## config.mk

```make
export PLATFORM = sky130hd
export DESIGN_NAME = stop_entry_guard
export DESIGN_NICKNAME = d
export VERILOG_FILES = /design/src/rtl/stop_guard_pkg.sv /design/src/rtl/stop_qualify.sv /design/src/rtl/stop_wake.sv /design/src/rtl/stop_pattern.sv /design/src/rtl/stop_entry_guard.sv
export SDC_FILE = /design/constraint.sdc
export NUM_CORES = 1
export LEC_CHECK = 0
export CAP_MARGIN = 25
export CORE_UTILIZATION = 40
export DETAILED_ROUTE_END_ITERATION = 16
export PLACE_DENSITY_LB_ADDON = 0.05
export SLEW_MARGIN = 20
export SYNTH_ARGS = -nofsm -noshare
export SYNTH_HDL_FRONTEND = slang
export SYNTH_HIERARCHICAL = 1
export SYNTH_SLANG_ARGS = --single-unit
```

## constraint.sdc

```tcl
create_clock -name clk -period 2.4 [get_ports clk]
set_input_delay 0.24 -clock clk [delete_from_list [all_inputs] [get_ports clk]]
set_output_delay 0.24 -clock clk [all_outputs]
set_load 0.02 [all_outputs]
```

## src/rtl/stop_guard_pkg.sv

```systemverilog
package stop_guard_pkg;
    localparam int CTL_W     = 3;
    localparam int BIT_STOP  = 2;
    localparam int BIT_SRC   = 1;
    localparam int BIT_WMODE = 0;

    typedef enum logic [2:0] {
        SQ_IDLE,
        SQ_ONE,
        SQ_ONE_ZERO,
        SQ_WAIT,
        SQ_ARMED
    } seq_state_e;
endpackage

```

## src/rtl/stop_qualify.sv

```systemverilog
module stop_qualify #(
    parameter int LINES = 16
) (
    input  logic [LINES-1:0] wk_pend,
    input  logic [LINES-1:0] wk_mask,
    input  logic             wmode_new,
    output logic             cond_ok
);
    logic any_live_pend;
    logic any_enabled;

    always_comb begin
        any_live_pend = |(wk_pend & wk_mask);
        any_enabled   = |wk_mask;
        cond_ok       = wmode_new && !any_live_pend && any_enabled;
    end
endmodule

```

## src/rtl/stop_wake.sv

```systemverilog
module stop_wake #(
    parameter int LINES = 16
) (
    input  logic             clk,
    input  logic             rst_n,
    input  logic             nmi,
    input  logic [LINES-1:0] wk_pend,
    input  logic [LINES-1:0] wk_mask,
    input  logic             stop_req,
    input  logic             stop_ack,
    input  logic             flag_clr,
    output logic             stopped,
    output logic             line_wake,
    output logic             nmi_wake,
    output logic             exited
);
    typedef struct packed {
        logic nmi_prev;
        logic stopped;
        logic exited;
    } wake_regs_t;

    wake_regs_t r_q, r_d;

    always_comb begin
        line_wake = r_q.stopped && (|(wk_pend & wk_mask));
        nmi_wake  = r_q.stopped && nmi && !r_q.nmi_prev;
        r_d          = r_q;
        r_d.nmi_prev = nmi;
        if (r_q.stopped) begin
            r_d.stopped = !(line_wake || nmi_wake);
        end else begin
            r_d.stopped = stop_req && stop_ack;
        end
        if (flag_clr) begin
            r_d.exited = 1'b0;
        end else if (nmi_wake && !line_wake) begin
            r_d.exited = 1'b1;
        end
    end

    always_ff @(posedge clk or negedge rst_n) begin
        if (!rst_n) begin
            r_q <= '0;
        end else begin
            r_q <= r_d;
        end
    end

    assign stopped = r_q.stopped;
    assign exited  = r_q.exited;

    // an enabled pending line while stopped ends the stopped state
    a_r7_line_wake_exit: assert property (@(posedge clk) disable iff (!rst_n)
        (stopped && (|(wk_pend & wk_mask))) |=> !stopped);

    // an NMI rising edge while stopped sets the exit flag
    a_r8_nmi_sets_flag: assert property (@(posedge clk) disable iff (!rst_n)
        (stopped && $rose(nmi) && !(|(wk_pend & wk_mask))) |=> (exited && !stopped));

    // stopped only rises after a granted request
    a_r11_stop_needs_grant: assert property (@(posedge clk) disable iff (!rst_n)
        $rose(stopped) |-> $past(stop_req && stop_ack));
endmodule

```

## src/rtl/stop_pattern.sv

```systemverilog
module stop_pattern
    import stop_guard_pkg::*;
#(
    parameter int ENTRY_LAT = 3
) (
    input  logic             clk,
    input  logic             rst_n,
    input  logic             ctl_wr,
    input  logic [CTL_W-1:0] ctl_wdata,
    input  logic             other_wr,
    input  logic             nmi,
    input  logic             cond_ok,
    input  logic             stopped,
    input  logic             line_wake,
    input  logic             nmi_wake,
    output logic [CTL_W-1:0] ctl_bits,
    output logic             armed,
    output logic             flag_clr
);
    localparam int CW = $clog2(ENTRY_LAT + 1);
    localparam logic [CW-1:0] CNT_LOAD = CW'(ENTRY_LAT - 1);

    typedef struct packed {
        seq_state_e      st;
        logic [CW-1:0]   cnt;
        logic            stop;
        logic            src;
        logic            wmode;
    } seq_regs_t;

    seq_regs_t s_q, s_d;
    logic      any_wr;
    logic      wr_one;

    always_comb begin
        s_d      = s_q;
        flag_clr = 1'b0;
        any_wr   = ctl_wr || other_wr;
        wr_one   = ctl_wdata[BIT_STOP];
        if (ctl_wr) begin
            s_d.src   = ctl_wdata[BIT_SRC];
            s_d.wmode = ctl_wdata[BIT_WMODE];
        end
        unique case (s_q.st)
            SQ_IDLE: begin
                if (ctl_wr && !other_wr) begin
                    s_d.stop = wr_one;
                    if (wr_one) begin
                        s_d.st   = SQ_ONE;
                        flag_clr = 1'b1;
                    end
                end
            end
            SQ_ONE: begin
                if (other_wr) begin
                    s_d.st   = SQ_IDLE;
                    s_d.stop = 1'b0;
                end else if (ctl_wr) begin
                    if (wr_one) begin
                        flag_clr = 1'b1;
                    end else begin
                        s_d.st   = SQ_ONE_ZERO;
                        s_d.stop = 1'b0;
                    end
                end
            end
            SQ_ONE_ZERO: begin
                if (other_wr) begin
                    s_d.st   = SQ_IDLE;
                    s_d.stop = 1'b0;
                end else if (ctl_wr) begin
                    s_d.st   = SQ_IDLE;
                    s_d.stop = 1'b0;
                    if (wr_one && nmi) begin
                        s_d.stop = 1'b1;
                    end else if (wr_one && cond_ok) begin
                        s_d.stop = 1'b1;
                        s_d.st   = SQ_WAIT;
                        s_d.cnt  = CNT_LOAD;
                    end
                end
            end
            SQ_WAIT: begin
                if (any_wr) begin
                    s_d.st   = SQ_IDLE;
                    s_d.stop = 1'b0;
                end else if (s_q.cnt == '0) begin
                    s_d.st = SQ_ARMED;
                end else begin
                    s_d.cnt = s_q.cnt - 1'b1;
                end
            end
            SQ_ARMED: begin
                if (stopped) begin
                    if (line_wake) begin
                        s_d.st   = SQ_IDLE;
                        s_d.stop = 1'b0;
                    end else if (nmi_wake) begin
                        s_d.st = SQ_IDLE;
                    end
                end else if (any_wr) begin
                    s_d.st   = SQ_IDLE;
                    s_d.stop = 1'b0;
                end
            end
            default: begin
                s_d.st   = SQ_IDLE;
                s_d.stop = 1'b0;
            end
        endcase
    end

    always_ff @(posedge clk or negedge rst_n) begin
        if (!rst_n) begin
            s_q <= '{st: SQ_IDLE, cnt: '0, stop: 1'b0, src: 1'b0, wmode: 1'b0};
        end else begin
            s_q <= s_d;
        end
    end

    always_comb begin
        ctl_bits            = '0;
        ctl_bits[BIT_STOP]  = s_q.stop;
        ctl_bits[BIT_SRC]   = s_q.src;
        ctl_bits[BIT_WMODE] = s_q.wmode;
        armed               = (s_q.st == SQ_ARMED);
    end

    // a lone write of 1 from idle makes the stop field read 1
    a_r3_first_write_reads_one: assert property (@(posedge clk) disable iff (!rst_n)
        (s_q.st == SQ_IDLE && ctl_wr && !other_wr && ctl_wdata[BIT_STOP]) |=> ctl_bits[BIT_STOP]);

    // a foreign write mid-pattern aborts it
    a_r4_foreign_write_aborts: assert property (@(posedge clk) disable iff (!rst_n)
        ((s_q.st == SQ_ONE || s_q.st == SQ_ONE_ZERO) && other_wr)
            |=> (s_q.st == SQ_IDLE && !ctl_bits[BIT_STOP]));

    // any write in the entry window cancels
    a_r6_window_cancel: assert property (@(posedge clk) disable iff (!rst_n)
        ((s_q.st == SQ_WAIT || (s_q.st == SQ_ARMED && !stopped)) && (ctl_wr || other_wr))
            |=> (!armed && !ctl_bits[BIT_STOP]));

    // NMI high at completion keeps the field at 1 without arming
    a_r9_nmi_high_no_entry: assert property (@(posedge clk) disable iff (!rst_n)
        (s_q.st == SQ_ONE_ZERO && ctl_wr && !other_wr && ctl_wdata[BIT_STOP] && nmi)
            |=> (ctl_bits[BIT_STOP] && s_q.st == SQ_IDLE));
endmodule

```

## src/rtl/stop_entry_guard.sv

```systemverilog
module stop_entry_guard
    import stop_guard_pkg::*;
#(
    parameter int LINES     = 16,
    parameter int ENTRY_LAT = 3
) (
    input  logic             clk,
    input  logic             rst_n,
    input  logic             ctl_wr,
    input  logic [CTL_W-1:0] ctl_wdata,
    input  logic             other_wr,
    input  logic             nmi,
    input  logic             ext_stop_n,
    input  logic [LINES-1:0] wk_pend,
    input  logic [LINES-1:0] wk_mask,
    input  logic             stop_ack,
    output logic [CTL_W-1:0] ctl_rdata,
    output logic             stop_req,
    output logic             stopped,
    output logic             exited_stop
);
    logic cond_ok;
    logic armed;
    logic flag_clr;
    logic line_wake;
    logic nmi_wake;

    stop_qualify #(.LINES(LINES)) qual_i (
        .wk_pend   (wk_pend),
        .wk_mask   (wk_mask),
        .wmode_new (ctl_wdata[BIT_WMODE]),
        .cond_ok   (cond_ok)
    );

    stop_pattern #(.ENTRY_LAT(ENTRY_LAT)) seq_i (
        .clk       (clk),
        .rst_n     (rst_n),
        .ctl_wr    (ctl_wr),
        .ctl_wdata (ctl_wdata),
        .other_wr  (other_wr),
        .nmi       (nmi),
        .cond_ok   (cond_ok),
        .stopped   (stopped),
        .line_wake (line_wake),
        .nmi_wake  (nmi_wake),
        .ctl_bits  (ctl_rdata),
        .armed     (armed),
        .flag_clr  (flag_clr)
    );

    assign stop_req = armed || !ext_stop_n;

    stop_wake #(.LINES(LINES)) wake_i (
        .clk       (clk),
        .rst_n     (rst_n),
        .nmi       (nmi),
        .wk_pend   (wk_pend),
        .wk_mask   (wk_mask),
        .stop_req  (stop_req),
        .stop_ack  (stop_ack),
        .flag_clr  (flag_clr),
        .stopped   (stopped),
        .line_wake (line_wake),
        .nmi_wake  (nmi_wake),
        .exited    (exited_stop)
    );

    // the external pin with a grant drives the device into stop
    a_r10_ext_pin_forces: assert property (@(posedge clk) disable iff (!rst_n)
        (!ext_stop_n && stop_ack && !stopped) |=> stopped);
endmodule

```

# After elaboration in Yosys (flattened, before gate mapping)
# Index checks and enable logic that the tools add are counted.
dict set report word_totals {
  output_inout_bits 6
  regBits 11
  input_bits 42
  wordCells 95
}
dict set report classes {
  reduce_logical 28
  add_sub_neg 1
  bitwise 1
  eq_ne 19
  mux 38
}
# operator count
set ops {}
lappend ops {{3-bit two-way mux} 12}
lappend ops {{16-bit OR reduction} 2}
lappend ops {{16-bit AND} 1}
lappend ops {{1-bit two-way mux} 16}
lappend ops {{3-bit case mux with 5 select lines} 1}
lappend ops {{2-bit != test, second input constant} 6}
lappend ops {{3-bit != test, second input constant} 4}
lappend ops {{1-bit logical AND} 10}
lappend ops {{5-bit two-way mux} 2}
lappend ops {{8-bit AND reduction} 1}
lappend ops {{7-bit AND reduction} 1}
lappend ops {{3-bit by 2-bit == test with 1-bit output, second input constant} 2}
lappend ops {{1-bit zero test} 6}
lappend ops {{2-bit two-way mux} 3}
lappend ops {{6-bit two-way mux} 1}
lappend ops {{3-bit by 1-bit != test with 1-bit output, second input constant} 2}
lappend ops {{1-bit case mux with 5 select lines} 1}
lappend ops {{5-bit AND reduction} 1}
lappend ops {{2-bit by 1-bit != test with 1-bit output, second input constant} 2}
lappend ops {{4-bit != test, second input constant} 1}
lappend ops {{2-bit case mux with 2 select lines} 1}
lappend ops {{2-bit nonzero test} 2}
lappend ops {{3-bit by 1-bit == test with 1-bit output, second input constant} 1}
lappend ops {{3-bit == test, second input constant} 1}
lappend ops {{5 further kinds} 7}

# Logic depth before layout (Yosys ltp)
dict set report depth {
  ltp_word 11
  depth_mapped 8
  mapped_depth_nobuf 8
}

# Cells and area by module
# Netlist, hierarchy kept.
# mod cells_per_inst area_per_inst_um2 seq_area_each_um2 n_inst
set by_module_without_submodules {}
lappend by_module_without_submodules {stop_pattern 66 593.1 200.2 1}
lappend by_module_without_submodules {stop_wake 21 226.5 75.1 1}
lappend by_module_without_submodules {stop_qualify 16 140.1 0.0 1}
lappend by_module_without_submodules {stop_entry_guard 1 6.3 0.0 1}

# Least setup slack after synthesis
# OpenSTA, ideal clock, no wires.
dict set report synth_timing {
  path_type {reg-to-reg}
  startpoint {register seq_i/s_q[7] (netlist name)}
  endpoint {register seq_i/s_q[5] (netlist name)}
  path_stages_with_launch 6
  required_ps 2275
  path_buffers 1
  path_slack_ps 608
  period_less_slack_ps 1792
  setup_time_ps 125
  arrival_ps 1667
  path_cell_list {dfrtp_1 or2_1 buf_6 or4_4 o221ai_2 mux2_4}
}
dict set report synth_via {
  elab_chain_cells 3
}
# element line
set synth_lines {}
lappend synth_lines {{from (decl)} stop_pattern.sv:31} ;# seq_regs_t s_q, s_d;
lappend synth_lines {{from (signal assigned)} stop_pattern.sv:115} ;# s_q <= '{st: SQ_IDLE, cnt: '0, stop: 1'b0, src: 1'b0, wmode: 1'b0};
lappend synth_lines {{3-bit == test, or another cell as far along} stop_pattern.sv:44} ;# unique case (s_q.st)
lappend synth_lines {{4-bit != test (no source line), or another cell as far along} --}
lappend synth_lines {{8-bit AND reduction (no source line)} --}
# Several ways; a longest one is shown, not always the timed one.
# A chain may end at the register's enable or synchronous reset.

# Final worst setup path
dict set report layout_timing {
  startpoint {register seq_i/s_q[6] (netlist name)}
  endpoint {output port stop_req}
}
dict set report layout_via {
  elab_chain_cells 2
}
# element line
set layout_lines {}
lappend layout_lines {{3-bit == test} stop_pattern.sv:126} ;# armed = (s_q.st == SQ_ARMED);
lappend layout_lines {{via armed} stop_entry_guard.sv:23} ;# logic armed;
lappend layout_lines {{1-bit logical OR} stop_entry_guard.sv:51} ;# assign stop_req = armed || !ext_stop_n;
lappend layout_lines {{to (decl)} stop_entry_guard.sv:18} ;# output logic stop_req,
# The timed path passes the listed nets, and every way through them passes these cells.

==> results_dict.tcl <==
set metrics [dict create \
    status "complete, no violations" \
    p_leak_nw 0.557 \
    drt_iter0_markers 28 \
    arrival_ns 1.84 \
    grtUsageTotal 0.224 \
    root_buffer "clkbuf_4" \
    worstPathRequired_ns 2.16 \
    hold_path_class "in2async" \
    synthTopCellsByArea "dfrtp_1 28%, a221oi_2 6.2%, nor4_2 5.2%" \
    routed.top_layer "met4" \
    synthArstFlopShare 1.00 \
    cts_resized 0 \
    p_int_w 0.000467 \
    max-cap-violations 0 \
    dr.pass1.iters 4 \
    synthFlopType "dfrtp_1" \
    grt_overflow 0 \
    wirelength_um 2670 \
    grt_start_max_net_pins 13 \
    fin_crit_ns 2.08 \
    wl_met1_um 1160 \
    viasPerCell 5.70 \
    placed_cells 173 \
    grt_pass1_vias 992 \
    powerDensity_nw_per_um2 494 \
    clk_latency_ns 0.26 \
    die_area_um2 2620 \
    synth_most_common_cell "dfrtp_1" \
    drv_slew 0 \
    skew_ns 0.00442 \
    cp_slowest_cell "clkdlybuf4s50_1" \
    diodes 0 \
    tightest_slew_ns 0.520 \
    path_max_fanout 12 \
    hold_viol 0 \
    layout.cells.non_filler 177 \
    die_x_um 51.1 \
    holdBufCountCts 0 \
    htreeDepth 1 \
    die_y_um 51.1 \
    antenna_found_initial 0 \
    std_cell_rows 17 \
    ir_worst_vdd_v 0.000457 \
    dp.final_hpwl_um 2230 \
    seq_area_frac_synth 0.285 \
    ios 48 \
    gp_congestion 0.882 \
    slowest_delay_ns 0.61 \
    drc_errors 0 \
    antenna_left 0 \
    n_fill_cell 184 \
    setup_viol 0 \
    coreArea_um2 2250 \
    yosys.area.top_type "dfrtp_1" \
    switchingPower_w 0.000251 \
    syn_to_final_growth_pct 50.4 \
    clkTransAtPathRegs_ns 0.07 \
    ys_ff_latch 11 \
    synth-edff-count 0 \
    numPortBuffers 47 \
    yosys-top-cells-count "11 x dfrtp_1, 9 x nor2_1, 6 x a22oi_1, 6 x inv_1, 5 x nand2_1" \
    syn-cell-area_um2 966 \
    crit_chain "nor2_1 > and2_1 > nand2b_1 > clkdlybuf4s50_1" \
    crit_buf_inv 1 \
    nNetsFinal 193 \
    cts_buffer_depth 2 \
    cts_buffers 3 \
    yosys_warnings 6 \
    tns_ns 0 \
    critPathTopFamily "buffers and inverters" \
    syn_area_per_cell_um2 9.29 \
    cp-end-kind "primary output" \
    routed-wl-met3_um 116 \
    rsz0062_at_grt "false" \
    initial_core_util 0.428 \
    met2_length_um 1370 \
    post_cts_buffers 0 \
    p_clk_frac 0.170 \
    synthCells 104 \
    p_seq_frac 0.379 \
    combPwrFrac 0.451 \
    grt_pass1_wl_um 4420 \
    relSlewSlack 0.653 \
    clock-sinks 11 \
    finalCritPeriodShare 0.865 \
    start_kind "register" \
    syn-num-nets 147 \
    multi_input_area_um2 608 \
    swShare 0.350 \
    routed-via-count 1009 \
    cts_tree "done" \
    max_freq_mhz 481 \
    synth_top_area_share 0.285 \
    wl_per_cell_um 15.1 \
    regArea_um2 275 \
    critPathKind "reg2out" \
    synth.distinct_cells 41 \
    drive_gt1_frac 0.128 \
]
==> layout by cell type, fill, tap and decap left out, types with 4 or more instances in the layout <==
| cell | n |
|---|---|
| nor4_2 | 4 |
| a22o_1 | 4 |
| dfrtp_1 | 11 |
| nand4_1 | 4 |
| a221oi_2 | 4 |
| inv_1 | 6 |
| a22oi_1 | 6 |
| o21ai_0 | 4 |
| nor2_1 | 9 |
| nand2_1 | 5 |
| clkdlybuf4s50_1 | 47 |
==> worst register-to-register path, stage by stage, from the launching register on <==
cell and delay [ns]:
dfrtp_1 0.46, or2_1 0.36, or4_4 0.50, o221ai_2 0.11, mux2_4 0.33
==> power groups by stage <==
stage	Sequential, W	Combinational (W)	Clock (W)
floorplan	0.000241	0.000233	0
finish	0.000272	0.000324	0.000122
detailed placement	0.000274	0.000320	0
global placement	0.000270	0.000322	0
global route	0.000279	0.000351	0.000135
CTS	0.000271	0.000323	0.000130
==> kinds of logic (layout without fill, tap and decap cells) <==
| kind of cell | count (synthesis) | in the layout | share of synthesized area |
|---|---|---|---|
| muxes | 5 | 5 | 0.0609 |
| adders and majority gates | 1 | 1 | 0.0130 |
| DFF | 11 | 11 | 0.285 |
| buffers and inverters | 14 | 59 | 0.0855 |
| and+or+nand+nor | 39 | 39 | 0.256 |
| AOI/OAI and AO/OA | 34 | 34 | 0.299 |
==> flip-flops by register name, summed over array words and instances (netlist names) <==
signal / cells
seq_i/s_q: 5
seq_i/ctl_bits: 3
wake_i/exited: 1
wake_i/r_q: 1
wake_i/stopped: 1
==> per-layer routing <==
metal	vias to the layer above	GRT usage
li1	502	-
met1	465	0.255
met2	38	0.425
met3	4	0.0387
met4	0	0.0509
met5	-	0
==> per-stage QoR <==
step / setup slack, ns / power [W] / hold WS (ns) / util / instance area, µm²
final: 0.323 / 0.000718 / 0.318 / 0.644 / 1450
after global routing: 0.180 / 0.000766 / 0.360 / 0.644 / 1450
after CTS: 0.300 / 0.000724 / 0.330 / 0.644 / 1450
after detailed placement: 0.0881 / 0.000595 / 0.466 / 0.633 / 1430
after global placement: 0.122 / 0.000592 / 0.455 / 0.633 / 1430
after floorplan: 0.608 / 0.000475 / -0.0556 / - / 966
==> path summary, 6_finish.rpt <==
kind	end	depth (start not counted)	from	slack, ns
setup / recovery	stop_req	4	seq_i/s_q[6]$_DFFE_PN0P_	0.32
hold / removal	wake_i/r_q[2]$_DFF_PN0_	1	rst_n	0.32
setup reg to reg	seq_i/s_q[5]$_DFFE_PN0P_	4	seq_i/s_q[7]$_DFFE_PN0P_	0.53
hold reg to reg	seq_i/s_q[3]$_DFFE_PN0P_	1	seq_i/s_q[3]$_DFFE_PN0P_	0.47
max in group asynchronous	seq_i/ctl_bits[0]$_DFFE_PN0P_	1	rst_n	1.73
min in group clk	seq_i/s_q[3]$_DFFE_PN0P_	1	seq_i/s_q[3]$_DFFE_PN0P_	0.47
==> cell type report <==
type | instances | area share
repair buffers | 49 | 0.334
flip-flops and latches | 11 | 0.189
well taps | 28 | 0.0241
inverters | 6 | 0.0155
multi-input cells | 79 | 0.419
clock buffers | 4 | 0.0181
Note: power is estimated with default switching activity, not from simulation.
